`config.mk`:
```
export PLATFORM = sky130hd
export DESIGN_NAME = dual_reload_timer
export DESIGN_NICKNAME = d
export VERILOG_FILES = /design/src/rtl/drt_pkg.sv /design/src/rtl/drt_prescaler.sv /design/src/rtl/drt_half.sv /design/src/rtl/dual_reload_timer.sv
export SDC_FILE = /design/constraint.sdc
export NUM_CORES = 1
export LEC_CHECK = 0
export BUFFER_PORTS_ARGS = -buffer_cell sky130_fd_sc_hd__clkbuf_2
export CAP_MARGIN = 10
export CELL_PAD_IN_SITES_DETAIL_PLACEMENT = 1
export CELL_PAD_IN_SITES_GLOBAL_PLACEMENT = 2
export CORE_MARGIN = 1
export CORE_UTILIZATION = 42
export CTS_BUF_LIST = sky130_fd_sc_hd__clkbuf_4 sky130_fd_sc_hd__clkbuf_8
export CTS_CLUSTER_DIAMETER = 30
export DETAILED_ROUTE_END_ITERATION = 8
export GPL_TIMING_DRIVEN = 0
export PLACE_DENSITY_LB_ADDON = 0.1
export SLEW_MARGIN = 40
export SYNTH_ARGS = -nofsm -noshare
export SYNTH_HDL_FRONTEND = slang
export SYNTH_HIERARCHICAL = 1
export SYNTH_SLANG_ARGS = --single-unit
```
`constraint.sdc`:
```
create_clock -name clk -period 4.1 [get_ports clk]
set_input_delay 0.615 -clock clk [delete_from_list [all_inputs] [get_ports clk]]
set_output_delay 0.615 -clock clk [all_outputs]
set_load 0.05 [all_outputs]
```
`src/rtl/drt_pkg.sv`:
```
package drt_pkg;
  localparam int unsigned ADDR_W = 3;

  localparam logic [ADDR_W-1:0] A_CTRL   = 3'd0;
  localparam logic [ADDR_W-1:0] A_FLAG   = 3'd1;
  localparam logic [ADDR_W-1:0] A_CNT_LO = 3'd2;
  localparam logic [ADDR_W-1:0] A_CNT_HI = 3'd3;
  localparam logic [ADDR_W-1:0] A_RLD_LO = 3'd4;
  localparam logic [ADDR_W-1:0] A_RLD_HI = 3'd5;

  localparam int unsigned CTRL_W   = 6;
  localparam int unsigned C_RUN    = 0;
  localparam int unsigned C_EXTSEL = 1;
  localparam int unsigned C_LOIE   = 2;
  localparam int unsigned C_IE     = 3;
  localparam int unsigned C_FASTLO = 4;
  localparam int unsigned C_FASTHI = 5;

  localparam int unsigned F_LO = 0;
  localparam int unsigned F_HI = 1;
endpackage

```
`src/rtl/drt_prescaler.sv`:
```
module drt_prescaler #(
  parameter int unsigned SYS_DIV = 12,
  parameter int unsigned EXT_DIV = 8
) (
  input  logic clk,
  input  logic rst,
  input  logic ext_clk,
  output logic div_tick,
  output logic ext_tick
);
  localparam int unsigned SW = (SYS_DIV > 1) ? $clog2(SYS_DIV) : 1;
  localparam int unsigned EW = (EXT_DIV > 1) ? $clog2(EXT_DIV) : 1;

  logic [SW-1:0] sys_cnt;
  logic [EW-1:0] ext_cnt;
  logic [2:0]    ext_pipe;   // two synchronizer stages plus previous sample
  logic          ext_rise;

  assign ext_rise = ext_pipe[1] & ~ext_pipe[2];

  always_ff @(posedge clk) begin
    if (rst) begin
      sys_cnt  <= '0;
      div_tick <= 1'b0;
    end else if (sys_cnt == SW'(SYS_DIV - 1)) begin
      sys_cnt  <= '0;
      div_tick <= 1'b1;
    end else begin
      sys_cnt  <= sys_cnt + 1'b1;
      div_tick <= 1'b0;
    end
  end

  always_ff @(posedge clk) begin
    if (rst) begin
      ext_pipe <= '0;
      ext_cnt  <= '0;
      ext_tick <= 1'b0;
    end else begin
      ext_pipe <= {ext_pipe[1:0], ext_clk};
      ext_tick <= 1'b0;
      if (ext_rise) begin
        if (ext_cnt == EW'(EXT_DIV - 1)) begin
          ext_cnt  <= '0;
          ext_tick <= 1'b1;
        end else begin
          ext_cnt <= ext_cnt + 1'b1;
        end
      end
    end
  end
endmodule

```
`src/rtl/drt_half.sv`:
```
module drt_half #(
  parameter int unsigned CNT_W = 8
) (
  input  logic             clk,
  input  logic             rst,
  input  logic             tick,
  input  logic             run,
  input  logic             ld_cnt,
  input  logic             ld_rld,
  input  logic             flag_clr,
  input  logic [CNT_W-1:0] wdata,
  output logic [CNT_W-1:0] cnt,
  output logic [CNT_W-1:0] rld,
  output logic             flag,
  output logic             wrap
);
  assign wrap = tick & run & (cnt == '1);

  always_ff @(posedge clk) begin
    if (rst) begin
      cnt <= '0;
    end else if (ld_cnt) begin
      cnt <= wdata;
    end else if (wrap) begin
      cnt <= rld;
    end else if (tick && run) begin
      cnt <= cnt + 1'b1;
    end
  end

  always_ff @(posedge clk) begin
    if (rst)         rld <= '0;
    else if (ld_rld) rld <= wdata;
  end

  // hardware set outranks a software clear
  always_ff @(posedge clk) begin
    if (rst)           flag <= 1'b0;
    else if (wrap)     flag <= 1'b1;
    else if (flag_clr) flag <= 1'b0;
  end
endmodule

```
`src/rtl/dual_reload_timer.sv`:
```
module dual_reload_timer
  import drt_pkg::*;
#(
  parameter int unsigned CNT_W   = 8,
  parameter int unsigned SYS_DIV = 12,
  parameter int unsigned EXT_DIV = 8
) (
  input  logic              clk,
  input  logic              rst,
  input  logic              ext_clk,
  input  logic              wr_en,
  input  logic [ADDR_W-1:0] addr,
  input  logic [CNT_W-1:0]  wdata,
  output logic [CNT_W-1:0]  rdata,
  output logic              irq
);
  logic [CTRL_W-1:0] ctrl;
  logic              div_tick, ext_tick;
  logic [CNT_W-1:0]  cnt_q [2];
  logic [CNT_W-1:0]  rld_q [2];
  logic [1:0]        flag_q;
  logic [1:0]        wrap_q;
  logic [CNT_W-1:0]  hi_cnt, hi_rld;
  logic              hi_run, hi_wrap;

  drt_prescaler #(.SYS_DIV(SYS_DIV), .EXT_DIV(EXT_DIV)) u_pre (
    .clk(clk), .rst(rst), .ext_clk(ext_clk),
    .div_tick(div_tick), .ext_tick(ext_tick)
  );

  always_ff @(posedge clk) begin
    if (rst)                          ctrl <= '0;
    else if (wr_en && addr == A_CTRL) ctrl <= wdata[CTRL_W-1:0];
  end

  for (genvar h = 0; h < 2; h++) begin : g_half
    localparam logic [ADDR_W-1:0] CNT_A  = (h == 0) ? A_CNT_LO : A_CNT_HI;
    localparam logic [ADDR_W-1:0] RLD_A  = (h == 0) ? A_RLD_LO : A_RLD_HI;
    localparam int unsigned       FAST_B = (h == 0) ? C_FASTLO : C_FASTHI;
    localparam int unsigned       FLAG_B = (h == 0) ? F_LO : F_HI;

    logic tick_sel, run_sel;
    assign tick_sel = ctrl[FAST_B] ? 1'b1 : (ctrl[C_EXTSEL] ? ext_tick : div_tick);
    assign run_sel  = (h == 0) ? 1'b1 : ctrl[C_RUN];

    drt_half #(.CNT_W(CNT_W)) u_half (
      .clk(clk), .rst(rst),
      .tick(tick_sel), .run(run_sel),
      .ld_cnt(wr_en && addr == CNT_A),
      .ld_rld(wr_en && addr == RLD_A),
      .flag_clr(wr_en && addr == A_FLAG && !wdata[FLAG_B]),
      .wdata(wdata),
      .cnt(cnt_q[h]), .rld(rld_q[h]),
      .flag(flag_q[h]), .wrap(wrap_q[h])
    );
  end

  assign hi_cnt  = cnt_q[1];
  assign hi_rld  = rld_q[1];
  assign hi_run  = ctrl[C_RUN];
  assign hi_wrap = wrap_q[1];

  always_ff @(posedge clk) begin
    if (rst) irq <= 1'b0;
    else     irq <= ctrl[C_IE] & (flag_q[F_HI] | (ctrl[C_LOIE] & flag_q[F_LO]));
  end

  always_ff @(posedge clk) begin
    if (rst) begin
      rdata <= '0;
    end else begin
      case (addr)
        A_CTRL:   rdata <= CNT_W'(ctrl);
        A_FLAG:   rdata <= CNT_W'(flag_q);
        A_CNT_LO: rdata <= cnt_q[0];
        A_CNT_HI: rdata <= cnt_q[1];
        A_RLD_LO: rdata <= rld_q[0];
        A_RLD_HI: rdata <= rld_q[1];
        default:  rdata <= '0;
      endcase
    end
  end
endmodule

```
; Word level (Yosys, flattened, before mapping)
; Index checks and enable logic that the tools add are counted.
[totals]
output_inout_bits = 9
ff_bits = 61
in_bits = 15
wordCells = 71
[op_classes]
bitwise_logic = 9
reduce_logical = 18
add_sub_neg = 4
eq_ne = 9
muxes = 17
[ops]
columns = op, n
row1 = $mux W8, 6
row2 = $pmux W8 S6, 1
row3 = $add A8 B1 Y8 const B, 2
row4 = $eq A8 B8 Y1 const B, 2
row5 = $eq A3 B3 Y1 const B, 3
row6 = $logic_and A1 B1 Y1, 9
row7 = $mux W1, 9
row8 = $and A1 B1 Y1, 6
row9 = $eq A3 B2 Y1 const B, 2
row10 = $reduce_bool A3 Y1, 2
row11 = $add A4 B1 Y4 const B, 1
row12 = $eq A4 B4 Y1 const B, 1
row13 = $reduce_bool A2 Y1, 2
row14 = $reduce_or A2 Y1, 2
row15 = $add A3 B1 Y3 const B, 1
row16 = $eq A3 B1 Y1 const B, 1
row17 = $logic_not A3 Y1, 1
row18 = $mux W3, 1
row19 = $logic_not A1 Y1, 2
row20 = $not A1 Y1, 2
row21 = $or A1 B1 Y1, 1

; Logic depth before layout (Yosys ltp)
; Gate-level depths: netlist of run 1.
[depth]
ltp_word = 6
ltp_mapped = 10
depth_no_buf = 7

; Modules after synthesis
; Netlist of run 1, hierarchy kept.
[by_module_without_submodules]
columns = mod, seq_area_each_um2, cells_per_inst, n_inst, area_each_um2
row1 = drt_half, 340.3, 98, 2, 867.1
row2 = dual_reload_timer, 300.3, 93, 1, 875.8
row3 = drt_prescaler, 240.2, 40, 1, 439.2

; Worst setup path before layout of run 1
; No wires, ideal clock.
[synth_timing]
kind = input-to-reg
start = input port addr[0]
end = register g_half[0].u_half.cnt[5]
required_ps = 4026
cell_stages = 10
setup_ps = 74
arrival_time_ps = 2031
slack_ps = 1995
n_path_buf = 3
path_cell_list = buf_6 -> clkbuf_1 -> inv_1 -> nand2_1 -> nor2_1 -> buf_2 -> nor2_1 -> a221oi_1 -> o41ai_2 -> a31oi_1
[synth_via]
elab_chain_cells = 3
word_cells_on_any_way = 4
cone_classes = eq/ne: 1 / mux: 1 / reduce/logical: 2
[synth_rtl]
columns = element, line_no
row1 = "start, declared", dual_reload_timer.sv:12  ; input logic [ADDR_W-1:0] addr,
row2 = $eq A3 B2 Y1 *, dual_reload_timer.sv:49  ; .ld_cnt(wr_en && addr == CNT_A),
row3 = $logic_and A1 B1 Y1 *, dual_reload_timer.sv:49
row4 = $reduce_bool A3 Y1 (no line) / $mux W8 (equally long branches), -
row5 = "end signal, assigned", drt_half.sv:23  ; cnt <= wdata;
row6 = "end signal, assigned", drt_half.sv:25  ; cnt <= rld;
row7 = "end signal, assigned", drt_half.sv:27  ; cnt <= cnt + 1'b1;
row8 = "end, declared", drt_half.sv:12  ; output logic [CNT_W-1:0] cnt,
; Mark *: on every way between the ends. The rest lies on a longest branch, timed or not.
; A chain may end at the register's enable or synchronous reset.

; Final worst setup path of run 1
[layout_timing]
start = input port addr[1]
end = register g_half[1].u_half.cnt[5]
[layout_via]
elab_chain_cells = 3
word_cells_on_any_way = 4
cone_classes = eq/ne: 1 / mux: 1 / reduce/logical: 2
[layout_rtl]
columns = element, line_no
row1 = $eq A3 B2 Y1 *, dual_reload_timer.sv:49
row2 = $logic_and A1 B1 Y1 *, dual_reload_timer.sv:49
row3 = $reduce_bool A3 Y1 (no line) / $mux W8 (equally long branches), -
row4 = "end signal, assigned", drt_half.sv:23
row5 = "end signal, assigned", drt_half.sv:25
row6 = "end signal, assigned", drt_half.sv:27
row7 = "end, declared", drt_half.sv:12
; Marked as above.

==> results.sh, run 1 <==
export IMPL_cts_path_max_buffers=2
export IMPL_timing_reg2reg_worst_path_depth=6
export IMPL_final_fill_count=857
export IMPL_critical_path_required_ns=4.38
export IMPL_finalSetupViolations=0
export IMPL_postSynth_asyncResetShare=0
export IMPL_syn_mean_instance_area_sq_um=9.27
export IMPL_finalNetCount=384
export IMPL_drt_antenna_violating_nets=0
export IMPL_timing_critical_path_to="g_half[1].u_half/cnt[5]"
export IMPL_seq_area_frac_synth=0.400
export IMPL_critical_path_start="addr[1]"
export IMPL_fp_coreArea_sq_um=6910
export IMPL_die_y_microns=87.2
export IMPL_layout_cells_non_filler=465
export IMPL_post_drt_via_cell_ratio=5.58
export IMPL_detail_route_first_pass_iterations=4
export IMPL_n_antenna_cell=0
export IMPL_reg2reg_setup_slack_ns=2.17
export IMPL_final_hold_viol_count=0
export IMPL_synthDistinctLibCells=51
export IMPL_clock_tree_htree_level_count=3
export IMPL_clock_insertion_delay_at_the_later_pin_of_the_skew_report_ns=0.35
export IMPL_track_usage=0.249
export IMPL_critical_path_class="in2reg"
export IMPL_crit_arrival_ns=2.43
export IMPL_worst_path_buf_inv=3
export IMPL_finalClockSkew_ns=0.0114
export IMPL_clk_pin_slew_ns=0.08
export IMPL_max_slew_margin_rel=0.539
export IMPL_drt_iter0_drcs=136
export IMPL_postSynth_topFlopCell="dfxtp_1"
export IMPL_peakVddDrop_mv=0.160
export IMPL_post_route_drc_count=0
export IMPL_place_gp_congestion=0.815
export IMPL_crit_cells=9
export IMPL_tightestPinTransition_ns=0.691
export IMPL_cp_cell_sequence="clkbuf_2 > buf_2 > and2b_1 > and3_1 > buf_2 > nor2_1 > a221oi_1 > o41ai_2 > a31oi_1"
export IMPL_design_portCount=24
export IMPL_areaGrowthSynthToFinish_pct=15.1
export IMPL_peak_per_stage_delay_on_the_critical_path_ns=0.30
export IMPL_leakagePower_nw=1.33
export IMPL_outcome="complete, no violations"
export IMPL_numPlacedInstances=449
export IMPL_io_buffers=22
export IMPL_post_cts_hold_buffers=0
export IMPL_final_common_cell="dfxtp_1"
export IMPL_final_max_slew_violation_count=0
export IMPL_timing_critical_path_max_delay_family="buffers and inverters"
export IMPL_grt_overflow_total=0
export IMPL_quantity_of_gates_resized_following_cts=0
export IMPL_finalCriticalPeriod_ns=2.15
export IMPL_hpwlAfterDp_microns=6400
export IMPL_drive_gt1_frac=0.176
export IMPL_r2r_end="g_half[1].u_half/cnt[1]"
export IMPL_cts_inserted_buffers=9
export IMPL_min_period_over_period=0.524
export IMPL_cts_tree="done"
export IMPL_die_area_sq_um=7600
export IMPL_critPathMostFrequentCell="buf_2"
export IMPL_netlist_area_sq_um=3050
export IMPL_synth_enable_flop_cells=0
export IMPL_highest_clock_rate_mhz=465
export IMPL_cts_repair_timing_setup_buffer_count=0
export IMPL_dr_total_vias=2595
export IMPL_cts_root_buffer_cell="clkbuf_8"
export IMPL_r2r_start="g_half[1].u_half/cnt[0]"
export IMPL_grt_pass1_wl_microns=14200
export IMPL_worst_path_max_delay_cell="a221oi_1"
export IMPL_yosys_warnings=6
export IMPL_setup_tns_final_ns=0
export IMPL_most_common_layout_cells="dfxtp_1 (61), nor2_1 (43), mux2i_1 (33)"
export IMPL_initial_utilization=0.441
export IMPL_timing_hold_worst_class="reg2reg"
export IMPL_route_final_wire_length_microns=8490
export IMPL_synth_ff_latch_count=61
export IMPL_initial_antenna_violation_count=0
export IMPL_grt_start_max_net_pins=13
export IMPL_clkSinkCount=61
export IMPL_rsz_0062_raised_after_global_routing="no"
export IMPL_routedWlPerCell_microns=18.3
export IMPL_cell_row_count=30
export IMPL_max_cap_viol_count=0
export IMPL_post_synth_inst_count=329
export IMPL_crit_path_start_kind="primary input"
export IMPL_pwr_density_cell_nw_per_um2=378
export IMPL_vias_in_the_first_global_route=2612
export IMPL_crit_path_max_fanout=10
export IMPL_dieWidth_microns=87.2
export IMPL_critical_path_endpoint_type="flop"
==> metrics by stage <==
step                cell area (sq um)  hold slack [ns]  setup WS (ns)  utilization  power [mW]
floorplan                        3060            0.414           1.99            -       0.696
global placement                 3290            0.426           1.63        0.476       0.732
detailed placement               3290            0.438           1.57        0.476       0.734
CTS                              3510            0.457           1.96        0.508        1.34
global route                     3510            0.480           1.76        0.508        1.38
finish                           3510            0.448           1.95        0.508        1.33
==> metal layers <==
layer | wire [microns] | up-vias | global-route usage
li1 | - | 1270 | -
met1 | 4140 | 1278 | 0.331
met2 | 4010 | 40 | 0.411
met3 | 244 | 7 | 0.0455
met4 | 104 | 0 | 0.0760
met5 | 0 | - | 0
==> worst reg2reg max path: stages, from the launching register on <==
cell     delay, ns
dfxtp_1       0.45
ha_1          0.26
nand4_2       0.22
or3_1         0.43
buf_6         0.15
mux2i_1       0.16
o22ai_1       0.11
==> cells by family after synthesis <==
kind of cell	share of synthesized area
mux	0.138
fa+ha+maj	0.0205
compound gates	0.167
flops	0.400
other cells	0.00123
buf+inv	0.0460
xor+xnor	0.0172
simple gates	0.210
==> cell usage after synthesis (3+ instances only) <==
cell type | count | share of area
inv_1 | 8 | 0.0098
nor2_1 | 43 | 0.053
mux2_2 | 4 | 0.015
o22ai_1 | 10 | 0.021
a31oi_1 | 4 | 0.0082
and2b_1 | 3 | 0.0074
nor2b_1 | 6 | 0.012
nand2_1 | 11 | 0.014
a21oi_1 | 25 | 0.041
buf_6 | 3 | 0.011
ha_1 | 5 | 0.021
nand2b_1 | 6 | 0.012
and3_1 | 7 | 0.014
mux2i_1 | 33 | 0.11
buf_2 | 5 | 0.0082
dfxtp_1 | 61 | 0.40
o21ai_0 | 4 | 0.0066
a311oi_1 | 4 | 0.011
nand3_1 | 9 | 0.015
nor3_1 | 3 | 0.0049
xnor2_1 | 4 | 0.011
a22oi_1 | 5 | 0.012
clkbuf_1 | 7 | 0.0086
a32oi_1 | 5 | 0.014
or3_1 | 6 | 0.012
o21bai_1 | 4 | 0.0098
==> cell type report <==
cell class              count  area [sq um]  area share
plain buffers              17          92.6      0.0264
inverters                  10          47.5      0.0135
multi-input cells         243          1700       0.483
repair buffers             22           110      0.0314
clock buffers               9           124      0.0353
clock inverters             7           100      0.0285
well taps                  96           120      0.0342
flip-flops and latches     61          1220       0.348
==> power by group <==
part           internal [mW]  switching, mW  total, mW
Combinational         0.0384         0.0613     0.0998
Sequential             0.606         0.0149      0.621
Clock                  0.344          0.263      0.607
Total                  0.989          0.339       1.33
==> sequential cells by signal, summed over array words and instances (netlist names), 2 cells and up <==
register and count:
g_half.u_half/cnt 16, g_half.u_half/rld 16, rdata 8, ctrl 6
u_pre/sys_cnt 4, u_pre/ext_cnt 3, u_pre/ext_pipe 3, g_half.u_half/flag 2
==> worst min-delay path by stage <==
stage | start | end | slack, ns | cells past startpoint
after floorplan | u_pre/ext_pipe[0] | u_pre/ext_pipe[1] | 0.41 | 1
after global placement | u_pre/ext_pipe[0] | u_pre/ext_pipe[1] | 0.43 | 1
after detailed placement | u_pre/ext_pipe[0] | u_pre/ext_pipe[1] | 0.44 | 1
after CTS | u_pre/ext_pipe[0] | u_pre/ext_pipe[1] | 0.46 | 1
after global routing | u_pre/ext_pipe[0] | u_pre/ext_pipe[1] | 0.48 | 1
final | u_pre/ext_pipe[0] | u_pre/ext_pipe[1] | 0.45 | 1
No activity file was read; power rests on OpenSTA's default activity.
==> run 2: changes to the inputs <==
ABC_AREA = 1   (was not set)
CORE_UTILIZATION = 31   (was 42)
clock period = 1.85 ns   (was 4.1 ns; I/O delays follow)
==> results.sh, run 2 <==
export IMPL_outcome="complete, no violations"
export IMPL_clock_insertion_delay_at_the_later_pin_of_the_skew_report_ns=0.34
export IMPL_dr_total_vias=3304
export IMPL_final_max_slew_violation_count=0
export IMPL_post_route_drc_count=0
export IMPL_crit_path_start_kind="flop"
export IMPL_grt_overflow_total=0
export IMPL_place_gp_congestion=0.837
export IMPL_detailedPlace_worstSlack_ns=-0.280
export IMPL_vias_in_the_first_global_route=3398
export IMPL_grt_start_max_net_pins=12
export IMPL_route_final_wire_length_microns=10700
export IMPL_detail_route_first_pass_iterations=4
export IMPL_timing_hold_worst_class="in2reg"
export IMPL_drt_iter0_drcs=90
export IMPL_cts_tree="done"
export IMPL_final_setup_worst_slack_ns=0.136
export IMPL_tightestPinTransition_ns=0.580
export IMPL_cts_inserted_buffers=9
export IMPL_hpwlAfterDp_microns=8280
export IMPL_cell_row_count=37
export IMPL_final_common_cell="nand2_1"
export IMPL_post_synth_inst_count=500
export IMPL_critical_path_required_ns=2.12
export IMPL_max_cap_viol_count=0
export IMPL_finalCriticalPeriod_ns=1.71
export IMPL_grt_pass1_wl_microns=17800
export IMPL_pwr_density_cell_nw_per_um2=750
export IMPL_peakVddDrop_mv=0.384
export IMPL_die_area_sq_um=11300
export IMPL_yosys_warnings=6
export IMPL_netlist_area_sq_um=3370
export IMPL_layout_cells_non_filler=675
export IMPL_min_period_over_period=0.926
export IMPL_initial_antenna_violation_count=0
export IMPL_highest_clock_rate_mhz=584
export IMPL_quantity_of_gates_resized_following_cts=0
export IMPL_cts_path_max_buffers=2
export IMPL_drt_antenna_violating_nets=0
export IMPL_clock_tree_htree_level_count=3
export IMPL_critPathMostFrequentCell="nand2_1"
export IMPL_routedWlPerCell_microns=15.8
export IMPL_cts_root_buffer_cell="clkbuf_8"
export IMPL_initial_utilization=0.323
export IMPL_cts_repair_timing_setup_buffer_count=0
export IMPL_clkSinkCount=61
export IMPL_drive_gt1_frac=0.150
export IMPL_post_cts_hold_buffers=0
export IMPL_post_drt_via_cell_ratio=4.89
export IMPL_fin_total_pwr_mw=2.90
export IMPL_finalNetCount=554
export IMPL_clk_pin_slew_ns=0.08
export IMPL_finalClockSkew_ns=0.00821
export IMPL_top_regs="g_half.u_half/cnt: 16 flops, g_half.u_half/rld: 16 flops, rdata: 8 flops"
export IMPL_cp_cell_sequence="mux2i_1 > nand2_1 > nand2_1 > nor2_1 > nand2_1 > inv_1 > nand2_1 > a21oi_1"
export IMPL_io_buffers=23
export IMPL_rsz_0062_raised_after_global_routing="no"
export IMPL_areaGrowthSynthToFinish_pct=15.0
export IMPL_peak_per_stage_delay_on_the_critical_path_ns=0.50
export IMPL_critical_path_endpoint_type="flop"
export IMPL_worst_path_max_delay_cell="nor2_1"
export IMPL_setup_tns_final_ns=0
export IMPL_die_y_microns=106
export IMPL_finalSetupViolations=0
export IMPL_max_slew_margin_rel=0.613
export IMPL_dieWidth_microns=106
export IMPL_critical_path_class="reg2reg"
export IMPL_placedInstanceArea_sq_um=3650
export IMPL_numPlacedInstances=659
export IMPL_final_hold_viol_count=0
export IMPL_n_antenna_cell=0
export IMPL_leakagePower_nw=1.66
export IMPL_crit_arrival_ns=1.98
export IMPL_most_common_layout_cells="nand2_1 (122), inv_1 (71), dfxtp_1 (61)"
export IMPL_post_route_cell_area_sq_um=3870
export IMPL_fp_coreArea_sq_um=10400
export IMPL_final_core_utilization=0.372
export IMPL_hold_ws_ns=0.131
export IMPL_post_synthesis_net_count=520
export IMPL_track_usage=0.208
export IMPL_syn_mean_instance_area_sq_um=6.73
export IMPL_design_portCount=24
export IMPL_crit_path_max_fanout=7
## run 2: report_power, final
part	internal [mW]	switching, mW
logic	0.0758	0.172
clock network	0.696	0.579
registers	1.35	0.0329
## run 2: cell type report
cell class,count,area (sq um)
buffer,17,108
clock buffer,11,151
clock inverter,5,58.8
fill,1374,6550
inverter,76,285
multi-input combinational,346,1760
sequential,61,1220
tap,136,170
timing repair buffer,23,115
## run 2: path summary, 6_finish.rpt
path,start,slack [ns],to,depth (start not counted)
max,ctrl[1],0.14,g_half[0].u_half/cnt[7],8
min,ext_clk,0.13,u_pre/ext_pipe[0],3
max reg2reg,ctrl[1],0.14,g_half[0].u_half/cnt[7],8
min reg2reg,u_pre/ext_pipe[0],0.41,u_pre/ext_pipe[1],2
## run 2: metal layers
layer | vias up | part of all wire | global-route usage
met4 | 0 | 0.012 | 0.0685
met2 | 37 | 0.44 | 0.329
met5 | - | 0 | 0
met1 | 1571 | 0.52 | 0.290
li1 | 1687 | - | -
met3 | 9 | 0.027 | 0.0282
## run 2: critical path, delay by kind of cell (launching register included)
family	cells	cell delay [ns]
mux	1	0.12
simple gates	5	0.93
compound gates	1	0.11
flops	1	0.41
buf+inv	1	0.07
==> run 3: changes to the inputs <==
SETUP_SLACK_MARGIN = 0.4   (was not set)
==> results.sh, run 3 (synthesis results as in run 2) <==
export IMPL_outcome="complete, no violations"
export IMPL_n_antenna_cell=0
export IMPL_power_report_internal_total_mw=2.34
export IMPL_die_y_microns=106
export IMPL_finalCriticalPeriod_ns=1.49
export IMPL_io_buffers=23
export IMPL_finalSetupViolations=0
export IMPL_highest_clock_rate_mhz=672
export IMPL_most_common_layout_cells="nand2_1 (114), inv_1 (69), dfxtp_1 (54)"
export IMPL_seq_power_share=0.434
export IMPL_critical_path_required_ns=2.08
export IMPL_min_period_over_period=0.804
export IMPL_initial_antenna_violation_count=0
export IMPL_areaGrowthSynthToFinish_pct=26.5
export IMPL_hpwlAfterDp_microns=8450
export IMPL_route_final_wire_length_microns=11700
export IMPL_placedInstanceArea_sq_um=3650
export IMPL_finalClockSkew_ns=0.0134
export IMPL_cts_inserted_buffers=9
export IMPL_peakVddDrop_mv=0.316
export IMPL_timing_reg2reg_worst_path_depth=9
export IMPL_detail_route_first_pass_iterations=4
export IMPL_die_area_sq_um=11300
export IMPL_power_frac_clock=0.478
export IMPL_cts_path_max_buffers=2
export IMPL_rsz_0062_raised_after_global_routing="yes"
export IMPL_post_route_cell_area_sq_um=4260
export IMPL_grt_met1_usage=0.301
export IMPL_cp_cell_sequence="mux2i_2 > nand2_1 > nand2_4 > nor2_4 > buf_12 > nand2_8 > nand3_1 > nand2_2 > a21oi_2"
export IMPL_dr_total_vias=3489
export IMPL_pwr_density_cell_nw_per_um2=748
export IMPL_vias_in_the_first_global_route=3363
export IMPL_timing_hold_worst_class="in2reg"
export IMPL_numPlacedInstances=659
export IMPL_clock_tree_htree_level_count=3
export IMPL_drt_iter0_drcs=117
export IMPL_power_switching_mw=0.843
export IMPL_switching_share=0.265
export IMPL_drt_antenna_violating_nets=0
export IMPL_layout_cells_non_filler=695
export IMPL_final_common_cell="nand2_1"
export IMPL_fp_coreArea_sq_um=10400
export IMPL_worst_path_max_delay_cell="dfxtp_2"
export IMPL_global_route_met3_utilization=0.0307
export IMPL_peak_per_stage_delay_on_the_critical_path_ns=0.35
export IMPL_design_portCount=24
export IMPL_critical_path_endpoint_type="flop"
export IMPL_dieWidth_microns=106
export IMPL_critical_path_class="reg2reg"
export IMPL_crit_path_start_kind="flop"
export IMPL_worst_path_buf_inv=1
export IMPL_final_max_slew_violation_count=0
export IMPL_met2_usage=0.331
export IMPL_track_usage=0.212
export IMPL_crit_arrival_ns=1.72
export IMPL_post_route_drc_count=0
export IMPL_top_regs="g_half.u_half/cnt: 16 flops, g_half.u_half/rld: 16 flops, rdata: 8 flops"
export IMPL_clkSinkCount=61
export IMPL_finalNetCount=574
export IMPL_post_cts_hold_buffers=0
export IMPL_hold_depth=3
export IMPL_place_gp_congestion=0.817
export IMPL_cell_row_count=37
export IMPL_grt_pass1_wl_microns=18100
export IMPL_routedWlPerCell_microns=16.8
export IMPL_grt_overflow_total=0
export IMPL_max_cap_viol_count=0
export IMPL_timing_critical_path_max_delay_family="simple AND/OR/NAND/NOR gates"
export IMPL_logic_gate_share_of_total_power=0.089
export IMPL_initial_utilization=0.323
export IMPL_crit_cells=9
export IMPL_leakagePower_nw=1.80
export IMPL_post_drt_via_cell_ratio=5.02
export IMPL_final_fill_count=1371
export IMPL_final_setup_worst_slack_ns=0.362
export IMPL_final_hold_viol_count=0
export IMPL_grt_start_max_net_pins=13
export IMPL_tightestPinTransition_ns=0.738
export IMPL_clock_insertion_delay_at_the_later_pin_of_the_skew_report_ns=0.36
export IMPL_busiest_layer_in_global_routing="met2"
export IMPL_hold_ws_ns=0.108
export IMPL_clk_pin_slew_ns=0.08
export IMPL_cts_root_buffer_cell="clkbuf_8"
export IMPL_reg2reg_setup_slack_ns=0.36
export IMPL_crit_path_max_fanout=7
export IMPL_max_slew_margin_rel=0.508
export IMPL_cts_tree="done"
export IMPL_fin_total_pwr_mw=3.18
export IMPL_drive_gt1_frac=0.243
export IMPL_detailedPlace_worstSlack_ns=-0.143
[run 3: final cells by class]
| cell class | count | area [sq um] | area share |
|---|---|---|---|
| buffer | 17 | 131 | 0.0309 |
| clock buffer | 9 | 124 | 0.0291 |
| clock inverter | 7 | 124 | 0.0291 |
| inverter | 76 | 293 | 0.0688 |
| multi-input combinational | 348 | 1920 | 0.451 |
| sequential | 61 | 1230 | 0.289 |
| tap | 136 | 170 | 0.0400 |
| timing repair buffer | 41 | 267 | 0.0626 |
[run 3: worst paths after layout]
| check | start | end |
|---|---|---|
| setup / recovery | ctrl[1] | g_half[0].u_half/cnt[5] |
| hold / removal | ext_clk | u_pre/ext_pipe[0] |
| setup reg to reg | ctrl[1] | g_half[0].u_half/cnt[5] |
| hold reg to reg | u_pre/ext_pipe[0] | u_pre/ext_pipe[1] |
[run 3: layer usage]
layer / vias to the layer above / wire length, microns
met5: - / 0
met3: 12 / 229
met1: 1702 / 5920
li1: 1735 / -
met4: 0 / 148
met2: 40 / 5360
[run 3: timing repair]
item | 4_1_cts | 5_1_grt
resized for setup | 23 | 37
gates cloned | 0 | 2
setup endpoints to repair | 19 | 23
buffers inserted | 5 | 13
pin swaps | 6 | 16
[run 3: worst reg2reg max path, stage by stage, from the launching register on]
cell     delay, ns
dfxtp_2       0.35
mux2i_2       0.24
nand2_1       0.13
nand2_4       0.14
nor2_4        0.06
buf_12        0.13
nand2_8       0.09
nand3_1       0.09
nand2_2       0.09
a21oi_2       0.05
[run 3: power by group through the flow]
stage	Combinational, mW	Clock (mW)	Sequential (mW)
after floorplan	0.151	0	1.40
after global placement	0.243	0	1.41
after detailed placement	0.249	0	1.41
after CTS	0.259	1.55	1.38
after global routing	0.313	1.61	1.39
final	0.282	1.52	1.38
[run 3: metrics by stage]
| stage | util | TNS, ns |
|---|---|---|
| after floorplan | - | 0 |
| after global placement | 0.351 | -0.951 |
| after detailed placement | 0.351 | -1.15 |
| after CTS | 0.386 | 0 |
| after global routing | 0.409 | 0 |
| final | 0.409 | 0 |
